$ cat config.mk
export PLATFORM = sky130hd
export DESIGN_NAME = pixfmt_top
export DESIGN_NICKNAME = d
export VERILOG_FILES = /design/src/rtl/pixfmt_pkg.sv /design/src/rtl/pixfmt_ctrl.sv /design/src/rtl/pixfmt_dpath.sv /design/src/rtl/pixfmt_top.sv
export SDC_FILE = /design/constraint.sdc
export NUM_CORES = 1
export LEC_CHECK = 0
export ABC_CLOCK_PERIOD_IN_PS = 4300
export BUFFER_PORTS_ARGS = -buffer_cell sky130_fd_sc_hd__buf_2
export CAP_MARGIN = 20
export CELL_PAD_IN_SITES_DETAIL_PLACEMENT = 1
export CELL_PAD_IN_SITES_GLOBAL_PLACEMENT = 1
export CORE_MARGIN = 2
export CORE_UTILIZATION = 45
export CTS_BUF_LIST = sky130_fd_sc_hd__clkbuf_4 sky130_fd_sc_hd__clkbuf_8 sky130_fd_sc_hd__clkbuf_16
export DETAILED_ROUTE_END_ITERATION = 10
export GPL_TIMING_DRIVEN = 0
export PLACE_DENSITY = 0.92
export REMOVE_ABC_BUFFERS = 1
export SYNTH_ARGS = -nofsm -noshare
export SYNTH_HDL_FRONTEND = slang
export SYNTH_SLANG_ARGS = --single-unit
$ cat constraint.sdc
create_clock -name clk -period 4.3 [get_ports clk]
set_clock_uncertainty 0.1 [all_clocks]
set_input_delay 0.43 -clock clk [delete_from_list [all_inputs] [get_ports clk]]
set_output_delay 0.43 -clock clk [all_outputs]
set_load 0.01 [all_outputs]
$ cat src/rtl/pixfmt_pkg.sv
package pixfmt_pkg;
  localparam int WORD_W = 32;
  localparam int HALF_W = WORD_W / 2;
  localparam int CHAN_W = 8;
  localparam int TRUNC_W = 6;

  typedef struct packed {
    logic load;      // capture inData into holding register
    logic issue;     // emit one pixel this cycle
    logic upperSel;  // pixel comes from the upper halfword
    logic wide;      // one 24-bit pixel per word
    logic trunc;     // keep low six bits per colour
    logic clear;     // discard held word
  } fmtStrobe_t;
endpackage

$ cat src/rtl/pixfmt_ctrl.sv
module pixfmt_ctrl
  import pixfmt_pkg::*;
(
  input  logic       clk,
  input  logic       rstN,
  input  logic       fifoClear,
  input  logic [1:0] wordLen,
  input  logic [3:0] byteMask,
  input  logic [1:0] busWidth,
  input  logic       trunc18,
  input  logic       inValid,
  output logic       inReady,
  output logic       fmtError,
  output fmtStrobe_t strb
);
  localparam logic [1:0] LEN_PACKED = 2'd0;
  localparam logic [1:0] LEN_WIDE   = 2'd3;
  localparam logic [3:0] MASK_PACKED = 4'hF;
  localparam logic [3:0] MASK_WIDE   = 4'h7;
  localparam logic [1:0] BUS_8  = 2'd0;
  localparam logic [1:0] BUS_24 = 2'd3;

  logic full, halfSel;
  logic okPacked, okWide, cfgBad, issue, lastPix, accept;

  always_comb begin
    okPacked = (wordLen == LEN_PACKED) && (byteMask == MASK_PACKED) && (busWidth != BUS_8);
    okWide   = (wordLen == LEN_WIDE) && (byteMask == MASK_WIDE) && (busWidth != BUS_8)
               && ((busWidth == BUS_24) || trunc18);
    cfgBad   = !(okPacked || okWide);
    issue    = full && !cfgBad && !fifoClear;
    lastPix  = issue && (okWide || halfSel);
    inReady  = !cfgBad && !fifoClear && (!full || lastPix);
    accept   = inValid && inReady;
  end

  always_comb begin
    strb.load     = accept;
    strb.issue    = issue;
    strb.upperSel = halfSel;
    strb.wide     = okWide;
    strb.trunc    = trunc18;
    strb.clear    = fifoClear;
  end

  always_ff @(posedge clk or negedge rstN) begin
    if (!rstN) begin
      full     <= 1'b0;
      halfSel  <= 1'b0;
      fmtError <= 1'b0;
    end else begin
      fmtError <= cfgBad;
      if (fifoClear) begin
        full    <= 1'b0;
        halfSel <= 1'b0;
      end else begin
        if (lastPix)    halfSel <= 1'b0;
        else if (issue) halfSel <= 1'b1;
        if (accept)       full <= 1'b1;
        else if (lastPix) full <= 1'b0;
      end
    end
  end


  upper_follows_lower_chk: assert property (@(posedge clk) disable iff (!rstN)
    (strb.issue && !strb.upperSel && !strb.wide) |=> strb.upperSel);


  hold_narrow_word_chk: assert property (@(posedge clk) disable iff (!rstN)
    (strb.load && !strb.wide) |=> (!inReady || strb.wide));
endmodule

$ cat src/rtl/pixfmt_dpath.sv
module pixfmt_dpath
  import pixfmt_pkg::*;
#(
  parameter int DATA_W = WORD_W,
  parameter int BUS_W  = 24
) (
  input  logic              clk,
  input  logic              rstN,
  input  fmtStrobe_t        strb,
  input  logic [DATA_W-1:0] inData,
  output logic [BUS_W-1:0]  pixOut,
  output logic              pixValid
);
  localparam int HW = DATA_W / 2;
  localparam int PIX_W = 3 * CHAN_W;

  logic [DATA_W-1:0] holdWord;
  logic [HW-1:0]     halfPix;
  logic [BUS_W-1:0]  nextPix;

  always_comb begin
    halfPix = strb.upperSel ? holdWord[DATA_W-1:HW] : holdWord[HW-1:0];
    if (!strb.wide)
      nextPix = BUS_W'(halfPix);
    else if (strb.trunc)
      nextPix = BUS_W'({holdWord[2*CHAN_W +: TRUNC_W],
                        holdWord[CHAN_W +: TRUNC_W],
                        holdWord[0 +: TRUNC_W]});
    else
      nextPix = BUS_W'(holdWord[PIX_W-1:0]);
  end

  always_ff @(posedge clk or negedge rstN) begin
    if (!rstN) begin
      holdWord <= '0;
      pixOut   <= '0;
      pixValid <= 1'b0;
    end else begin
      if (strb.load) holdWord <= inData;
      pixValid <= strb.issue;
      pixOut   <= strb.issue ? nextPix : '0;
    end
  end


  packed_high_zero_chk: assert property (@(posedge clk) disable iff (!rstN)
    (strb.issue && !strb.wide) |=> (pixOut[BUS_W-1:HW] == '0));


  clear_idles_chk: assert property (@(posedge clk) disable iff (!rstN)
    strb.clear |=> !pixValid);
endmodule

$ cat src/rtl/pixfmt_top.sv
module pixfmt_top
  import pixfmt_pkg::*;
#(
  parameter int DATA_W = WORD_W,
  parameter int BUS_W  = 24
) (
  input  logic              clk,
  input  logic              rstN,
  input  logic              fifoClear,
  input  logic [1:0]        wordLen,
  input  logic [3:0]        byteMask,
  input  logic [1:0]        busWidth,
  input  logic              trunc18,
  input  logic [DATA_W-1:0] inData,
  input  logic              inValid,
  output logic              inReady,
  output logic [BUS_W-1:0]  pixOut,
  output logic              pixValid,
  output logic              fmtError
);
  fmtStrobe_t strb;

  pixfmt_ctrl u_ctrl (
    .clk(clk), .rstN(rstN), .fifoClear(fifoClear), .wordLen(wordLen),
    .byteMask(byteMask), .busWidth(busWidth), .trunc18(trunc18),
    .inValid(inValid), .inReady(inReady), .fmtError(fmtError), .strb(strb)
  );

  pixfmt_dpath #(.DATA_W(DATA_W), .BUS_W(BUS_W)) u_dpath (
    .clk(clk), .rstN(rstN), .strb(strb), .inData(inData),
    .pixOut(pixOut), .pixValid(pixValid)
  );


  err_no_pixel_chk: assert property (@(posedge clk) disable iff (!rstN)
    fmtError |-> !pixValid);
endmodule

; ---- Word-level counts from Yosys, hierarchy flattened
; Cells that the tools add are included.
[word_totals]
reg_bits = 60
rom_bits = 0
word_cells = 42
ramBits = 0
out_inout_bits = 27
input_bits = 45
latchBits = 0
n_memories = 0
[op_classes]
n_div = 0
eq_ne = 4
multipliers = 0
n_bitwise = 0
magnitude_cmp = 0
n_reduce_logical = 22
shifts = 0
n_addsub = 0
muxes = 10
[ops]
columns = op, n
row1 = $mux 24, 3
row2 = $mux 16, 1
row3 = $logic_and 1x1->1, 11
row4 = $mux 1, 6
row5 = $reduce_bool 3->1, 2
row6 = $eq 2x2->1 const B, 2
row7 = $eq 4x3->1 const B, 1
row8 = $eq 4x4->1 const B, 1
row9 = $logic_or 1x1->1, 4
row10 = $logic_not 1->1, 3
row11 = $logic_not 2->1, 1
row12 = $reduce_bool 2->1, 1

; ---- Logic depth before layout (Yosys ltp)
; Gate-level depths: netlist of run 1.
[logic_depth]
depth_word = 13
mapped_depth = 6
depth_no_buf = 4

; ---- Hierarchy
; Synthesis of run 1 repeated with hierarchy kept, for this count alone.
[hier_totals]
cells_unflattened = 187
area_unflattened_um2 = 2748.9
[by_module_without_submodules]
columns = mod, area_each_um2, n_inst, seq_area_each_um2, cells_per_inst
row1 = pixfmt_dpath, 2466.1, 1, 1426.4, 155
row2 = pixfmt_ctrl, 282.8, 1, 75.1, 32

; ---- Worst setup path before layout of run 1
; Ideal clock, no wire load.
[synth_timing]
kind = in2reg
start = in trunc18
end = reg u_dpath.holdWord[0]
slack_ns = 2.431
setup_ns = 0.125
path_stages = 6
t_arrival_ns = 1.643
cell_sequence = buf_2 > a21oi_4 > nor2_2 > o211ai_4 > buf_6 > mux2_4
[synth_between]
elab_chain_len = 9
word_cells_on_any_way = 11
classes_between = reduce/logical: 11
[synth_rtl]
columns = item, line
row1 = start: declaration, pixfmt_top.sv:13  ; input logic trunc18,
row2 = $logic_or 1x1->1 (*), pixfmt_ctrl.sv:29  ; && ((busWidth == BUS_24) || trunc18);
row3 = $logic_and 1x1->1 (*), pixfmt_ctrl.sv:29
row4 = $logic_or 1x1->1, pixfmt_ctrl.sv:30  ; cfgBad = !(okPacked || okWide);
row5 = $logic_and 1x1->1 (2 in a row), pixfmt_ctrl.sv:31  ; issue = full && !cfgBad && !fifoClear;
row6 = $logic_and 1x1->1, pixfmt_ctrl.sv:32  ; lastPix = issue && (okWide || halfSel);
row7 = $logic_or 1x1->1, pixfmt_ctrl.sv:33  ; inReady = !cfgBad && !fifoClear && (!full || lastPix);
row8 = $logic_and 1x1->1 (*), pixfmt_ctrl.sv:33
row9 = $logic_and 1x1->1 (*), pixfmt_ctrl.sv:34  ; accept = inValid && inReady;
row10 = end signal: assignment, pixfmt_dpath.sv:39  ; if (strb.load) holdWord <= inData;
row11 = end: declaration, pixfmt_dpath.sv:17  ; logic [DATA_W-1:0] holdWord;
; Every way passes the cells marked *; elsewhere a longest branch is shown, timed or not.
; A chain may end at the register's enable or synchronous reset.

; ---- Final worst setup path of run 1
[layout_timing]
start = reg u_ctrl.halfSel
end = out inReady
[layout_between]
elab_chain_len = 4
[layout_rtl]
columns = item, line
row1 = start: declaration, pixfmt_ctrl.sv:23  ; logic full, halfSel;
row2 = start signal: assignment, pixfmt_ctrl.sv:49  ; halfSel <= 1'b0;
row3 = start signal: assignment, pixfmt_ctrl.sv:55  ; halfSel <= 1'b0;
row4 = start signal: assignment, pixfmt_ctrl.sv:57  ; if (lastPix) halfSel <= 1'b0;
row5 = $logic_or 1x1->1, pixfmt_ctrl.sv:32
row6 = $logic_and 1x1->1, pixfmt_ctrl.sv:32
row7 = $logic_or 1x1->1, pixfmt_ctrl.sv:33
row8 = $logic_and 1x1->1, pixfmt_ctrl.sv:33
row9 = end: declaration, pixfmt_top.sv:16  ; output logic inReady,
; No other way between the ends.

==> results.txt, run 1 <==
Max IR drop VDD: 0.273 mV
Final instance area: 0.00345 mm²
R2R cell count: 5
CTS Buf Count: 9
Worst setup margin: 1740 ps
Setup_tns: 0 ps
Final period utilization: 0.595
Post-cts resize count: 0
Initial Utilization: 0.466
Largest net degree at the start of global routing: 32
DR pass1 iterations: 4
Reg2reg end: u_dpath.holdWord[19]
# clock sinks: 60
RSZ-0062 raised after global routing: no
Diodes inserted: 0
Combinational power share: 0.092
Worst setup EP type: primary output
Worst setup endpoint: inReady
Crit Path Max Fanout: 22
Reg-to-Reg Start: u_ctrl.halfSel
Clock share of power: 0.461
Worst path required time: 3770 ps
Initial DRC count: 77
Share of cells above drive strength 1: 0.489
Sw Ratio: 0.215
Worst slack, placed: 1720 ps
Seq pwr share: 0.446
Ports: 72
H-Tree Depth: 3
DR WL/cell: 18.3 µm
Final Net Count: 312
Unique masters post-synth: 35
Tightest Hold Check Type: in -> async
Critical Path AT: 2030 ps
Dpl hpwl: 4370 µm
Achievable Freq: 0.391 GHz
Row cnt: 28
Status: complete, no violations
CTS tree: yes
# DRC: 0
Worst Setup SP: u_ctrl.halfSel
Max Slew Vio Count: 0
Leakage: 1.85 nW
Die area: 0.00677 mm²
Final worst path period need: 2560 ps
Internal power: 1.09 mW
Final setup viols: 0
Worst-Margin Slew: 803 ps
Slew headroom: 0.465
Total power: 1.39 mW
NetSw: 299 µW
GRT overflow: 0
CP Class: reg -> out
Final Wtd Congestion: 0.707
Hold Vio Cnt, Final: 0
Worst-Skew Late Latency: 340 ps
Synth Instances: 192
Bufs on Longest Clock Path: 2
Clk pin slew, worst setup/hold paths: 60 ps
Global-route wire length before repair: 9810 µm
Detailed-route vias per instance: 5.31
Width of the die: 82.3 µm
Total track usage: 0.202
Flops & latches, synth: 60
Final WL: 6360 µm
Part of the Yosys area used for sequential elements: 0.544
Area grow syn2layout: 25.0%
Via Count: 1842
Core Region: 0.00592 mm²
Die H: 82.3 µm
Area of the mapped netlist: 0.00276 mm²
Power Density: 404 mW/mm²
Post-CTS Setup Inserts: 0
CTS hold repair buffers: 0
R2R setup slack: 1780 ps
Antenna Nets Post-Route: 0
Initial antenna violation count: 0
Synth Warn #: 0
Placed insts: 331
Placed cell area: 0.00319 mm²
Non-Filler Instances: 347
CTS root buf: clkbuf_8
Max-cap violation count: 0
Startpoint Class: flip-flop
Mapped Avg Cell Area: 14.4 µm²
Number of global-route vias before repair: 1930
Port bufs: 71
-- worst min-delay path by stage --
| stage | from | endpoint | slack [ps] |
|---|---|---|---|
| 2_1_floorplan | rstN | u_ctrl.fmtError | 30 |
| 3_5_place_dp | u_dpath.holdWord[27] | u_dpath.holdWord[27] | 400 |
| 4_1_cts | rstN | u_dpath.holdWord[11] | 50 |
| 5_1_grt | rstN | u_dpath.pixOut[6] | 70 |
| 6_report | rstN | u_dpath.pixOut[6] | 30 |
| 3_3_place_gp | u_dpath.holdWord[1] | u_dpath.holdWord[1] | 400 |
-- synthesized netlist by cell type --
cell type	instances	area share
buf_6	3	0.012
mux2i_1	18	0.065
o2111a_1	1	0.0041
and4b_1	1	0.0036
o31ai_4	1	0.0077
inv_1	4	0.0054
buf_1	1	0.0014
mux2_2	2	0.0082
dfrtp_1	60	0.54
mux2_4	30	0.16
nor3_1	2	0.0036
o211ai_4	1	0.0077
buf_2	3	0.0054
and2_1	6	0.014
o21ai_2	1	0.0032
or3b_4	1	0.0041
a221oi_1	1	0.0032
clkbuf_1	3	0.0041
o21a_1	1	0.0027
o22ai_1	1	0.0023
a311o_1	1	0.0036
nor2_2	1	0.0023
o2111ai_4	1	0.0095
a211oi_1	20	0.054
nand2_1	3	0.0041
nor2b_1	10	0.023
a21oi_2	1	0.0032
nand3_2	1	0.0036
o21ai_0	1	0.0018
nor2_4	1	0.0041
nand3b_1	1	0.0027
nor3_2	1	0.0036
nor2_1	7	0.0095
o41ai_1	1	0.0032
a21oi_4	1	0.0059
-- area by class of cell --
class | count | area (µm²)
Clock buffer | 12 | 159
Tap cell | 75 | 93.8
Sequential cell | 60 | 1500
Inverter | 4 | 15.0
Fill cell | 626 | 2470
Timing Repair Buffer | 74 | 407
Multi-Input combinational cell | 118 | 1180
Clock inverter | 4 | 95.1
-- metal layers --
metal,part of all wire,global-route usage
met4,0.013,0.0750
met3,0.051,0.0554
met2,0.53,0.345
met1,0.41,0.242
met5,0,0
-- placed cells by master (no fill, tap or decap), types with 2 or more instances in the layout --
master     count
nor2_1         7
a211oi_1      20
nor3_1         2
clkbuf_8      11
nand2_1        3
mux2_4        30
inv_1          4
mux2i_1       18
mux2_2         2
nor2b_1       10
and2_1         6
dfrtp_1       60
buf_2         71
bufinv_16      3
buf_12         2
-- power by group through the flow --
stage | clock network, mW | registers (mW) | logic [mW]
after floorplan | 0 | 0.622 | 0.0779
after global placement | 0 | 0.630 | 0.119
after detailed placement | 0 | 0.632 | 0.129
after CTS | 0.660 | 0.621 | 0.131
after global routing | 0.681 | 0.625 | 0.141
final | 0.642 | 0.622 | 0.128
-- metrics by stage --
| stage | util | hold slack (ps) |
|---|---|---|
| 6_report | 0.582 | 34.7 |
| 5_1_grt | 0.582 | 72.4 |
| 2_1_floorplan | - | 34.4 |
| 3_3_place_gp | 0.531 | 397 |
| 4_1_cts | 0.582 | 46.4 |
| 3_5_place_dp | 0.540 | 401 |
-- state kept, by name, indices dropped and copies added, names as in the netlist --
register,cells
u_ctrl.full,1
u_dpath.holdWord,32
u_dpath.pixOut,24
u_ctrl.fmtError,1
u_ctrl.halfSel,1
u_dpath.pixValid,1
-- cells by family after synthesis --
| group | after synthesis | synth area share |
|---|---|---|
| and+or+nand+nor | 35 | 0.0776 |
| muxes | 50 | 0.237 |
| buffers and inverters | 14 | 0.0286 |
| DFF | 60 | 0.544 |
| AOI/OAI and AO/OA | 33 | 0.113 |
-- worst max-delay path: stages (launching register included) --
cell	delay, ps
dfrtp_1	860
inv_1	240
a21oi_2	290
o21a_1	160
buf_2	130
Note: power is estimated with default switching activity, not from simulation.
==> inputs of run 2 (changes only) <==
--- a/config.mk
+++ b/config.mk
@@ -5,17 +5,18 @@
 export SDC_FILE = /design/constraint.sdc
 export NUM_CORES = 1
 export LEC_CHECK = 0
-export ABC_CLOCK_PERIOD_IN_PS = 4300
+export ABC_AREA = 1
+export ABC_CLOCK_PERIOD_IN_PS = 2700
 export BUFFER_PORTS_ARGS = -buffer_cell sky130_fd_sc_hd__buf_2
 export CAP_MARGIN = 20
 export CELL_PAD_IN_SITES_DETAIL_PLACEMENT = 1
 export CELL_PAD_IN_SITES_GLOBAL_PLACEMENT = 1
 export CORE_MARGIN = 2
-export CORE_UTILIZATION = 45
+export CORE_UTILIZATION = 38
 export CTS_BUF_LIST = sky130_fd_sc_hd__clkbuf_4 sky130_fd_sc_hd__clkbuf_8 sky130_fd_sc_hd__clkbuf_16
 export DETAILED_ROUTE_END_ITERATION = 10
 export GPL_TIMING_DRIVEN = 0
-export PLACE_DENSITY = 0.92
+export PLACE_DENSITY = 0.86
 export REMOVE_ABC_BUFFERS = 1
 export SYNTH_ARGS = -nofsm -noshare
 export SYNTH_HDL_FRONTEND = slang
==> constraint.sdc (replaced) <==
create_clock -name clk -period 2.7 [get_ports clk]
set_clock_uncertainty 0.1 [all_clocks]
set_input_delay 0.27 -clock clk [delete_from_list [all_inputs] [get_ports clk]]
set_output_delay 0.27 -clock clk [all_outputs]
set_load 0.01 [all_outputs]
==> run 2 against run 1 <==
Wire length rose by 16%. Total power increased by 48%. Clock-buffer cell count fell by 1. Non-clock buffer count unchanged. Synthesized area is 2.0% lower. Largest power group is now registers.
==> results.txt, run 2 <==
Final period utilization: 0.911
Crit path buf inv count: 3 (+1)
DR WL/cell: 15.3 µm (-16%)
Final Net Count: 425 (+36%)
Placed insts: 463 (+40%)
Ys flop type: dfrtp_1
Hold Vio Cnt, Final: 0 (unchanged)
Dpl hpwl: 4920 µm (+13%)
Via Count: 2367 (+29%)
Worst-Margin Slew: 839 ps (+35.7 ps)
Total track usage: 0.204 (+0.00202)
Die area: 0.00781 mm² (+15%)
Fin util: 0.494 (-0.0888)
Diodes inserted: 0 (unchanged)
Max Slew Vio Count: 0 (unchanged)
Setup_tns: 0 ps (unchanged)
Cell family with most CP delay: buffers and inverters
Clk pin slew, worst setup/hold paths: 70 ps (about the same)
Largest net degree at the start of global routing: 34 (+6.3%)
# clock sinks: 60 (unchanged)
Mapped Avg Cell Area: 8.75 µm² (-39%)
Initial antenna violation count: 0 (unchanged)
Top cells by count, synth: nand2_1, dfrtp_1, nand3_1
Row cnt: 30 (+7.1%)
Detailed-route vias per instance: 4.92 (-7.3%)
CTS Buf Count: 9 (unchanged)
Worst path required time: 2330 ps (-1440 ps)
Final Wtd Congestion: 0.805 (+14%)
Largest area contributor in the netlist: dfrtp_1
Largest regs: u_dpath.holdWord: 32 flops, u_dpath.pixOut: 24 flops
Critical Path AT: 2090 ps (+60 ps)
Flops & latches, synth: 60 (unchanged)
Post-CTS Setup Inserts: 0 (unchanged)
Share of cells above drive strength 1: 0.273 (-0.216)
Worst setup margin: 241 ps (-1500 ps)
Synth Instances: 309 (+61%)
Commonest non-fill, non-tap cell in the layout: nand2_1
Synth area leaders: dfrtp_1, nand2_1, nand3_1
CP peak stage delay: 470 ps (-390 ps)
CTS tree: yes
Area grow syn2layout: 24.7%
Core Region: 0.00683 mm² (+15%)
Final worst path period need: 2460 ps
Initial DRC count: 64 (-17%)
RSZ-0062 raised after global routing: no
Unique masters post-synth: 28 (-20%)
Width of the die: 88.4 µm (+7.4%)
Leakage: 1.75 nW (-5.7%)
Largest Register: u_dpath.holdWord
Total power: 2.06 mW (+48%)
Crit Path Max Fanout: 20 (-9.1%)
Footprint of the multi-input gates: 0.00105 mm² (-11%)
Global-route wire length before repair: 11900 µm (+21%)
DR pass1 iterations: 4 (unchanged)
Die H: 88.4 µm (+7.4%)
Achievable Freq: 0.407 GHz
Max-cap violation count: 0 (unchanged)
Cell Chain, Critical Path: buf_2 -> inv_2 -> nand2_1 -> nand3_4 -> nand2_2 -> nand2_2 -> a21oi_4 -> buf_2
Slowest-stage cell, CP: a21oi_4
Ports: 72 (unchanged)
Share of the synthesized area in the top cell type: 0.555 (+0.0108)
Post-synth EDFFs: 0 (unchanged)
Ys async rst share: 1.00 (unchanged)
Part of the Yosys area used for sequential elements: 0.555 (+0.0108)
Final setup viols: 0 (unchanged)
Port bufs: 71 (unchanged)
Worst slack, placed: 45.3 ps (-1680 ps)
Synth Warn #: 0 (unchanged)
Initial Utilization: 0.396 (-0.0700)
Power Density: 612 mW/mm² (+52%)
Non-Filler Instances: 481 (+39%)
Antenna Nets Post-Route: 0 (unchanged)
CTS root buf: clkbuf_8
Tightest Hold Check Type: in -> reg
Most frequent cells in the layout: nand2_1, buf_2, dfrtp_1
Max reg flops: 32 (unchanged)
GRT overflow: 0 (unchanged)
Status: complete, no violations
Worst-Skew Late Latency: 340 ps (about the same)
Worst setup EP type: primary output
FF+latch area: 0.00150 mm² (unchanged)
Slew headroom: 0.441 (-0.0238)
Area of the mapped netlist: 0.00270 mm² (-2.0%)
Startpoint Class: input port
Number of global-route vias before repair: 2461 (+28%)
Most common cell in the netlist: nand2_1
Filler cells: 856 (+37%)
Max IR drop VDD: 0.266 mV (-2.7%)
Bufs on Longest Clock Path: 2 (unchanged)
CP Class: in -> out
H-Tree Depth: 3 (unchanged)
Final WL: 7380 µm (+16%)
# DRC: 0 (unchanged)
## run 2: worst paths after layout
path	from	end	slack [ps]	cells past startpoint
setup / recovery	trunc18	inReady	240	8
hold / removal	inData[26]	u_dpath.holdWord[26]	60	3
setup reg to reg	u_ctrl.halfSel	u_dpath.holdWord[14]	820	6
hold reg to reg	u_dpath.holdWord[29]	u_dpath.holdWord[29]	370	2
max in group asynchronous	rstN	u_dpath.holdWord[16]	1480	3
min in group asynchronous	rstN	u_dpath.pixOut[14]	410	2
## run 2: area by class of cell
class	count	area share
Sequential cell	60	0.445
Multi-Input combinational cell	217	0.311
Timing Repair Buffer	74	0.122
Clock buffer	11	0.0430
Tap cell	96	0.0356
Clock inverter	5	0.0223
Inverter	18	0.0208
## run 2: stage by stage
step                      area, µm²  hold slack, ps
after floorplan                2610            -126
after global placement         3090             355
after detailed placement       3130             251
after CTS                      3360            45.6
after global routing           3370            64.7
final                          3370            56.7
## run 2: report_power, final
part	total (mW)	internal (mW)	switching (mW)	leakage, nW
registers	0.988	0.951	0.0376	0.820
clock network	0.900	0.550	0.350	0.116
logic	0.175	0.0703	0.105	0.812
## run 2: metal layers
metal	wire [µm]	part of all wire	GRT usage
met1	3330	0.45	0.261
met2	3630	0.49	0.343
met3	280	0.038	0.0299
met4	145	0.020	0.0895
met5	0	0	0
## run 2: repair_timing
action | 4_1_cts | 5_1_grt
endpoints found under the setup margin | 0 | 1
resized for setup | 0 | 0
hold buffers | 1 | 0
endpoints found under the hold margin | 29 | 0
## run 2: kinds of logic after synthesis
logic type	Yosys count	synth area share
simple gates	178	0.298
compound gates	36	0.0787
flops	60	0.555
mux	2	0.00740
buf+inv	33	0.0606
## run 2: tightest hold or removal path, delay by kind of cell
kind / cells / cell delay, ps
simple gates: 2 / 120
buf+inv: 1 / 70
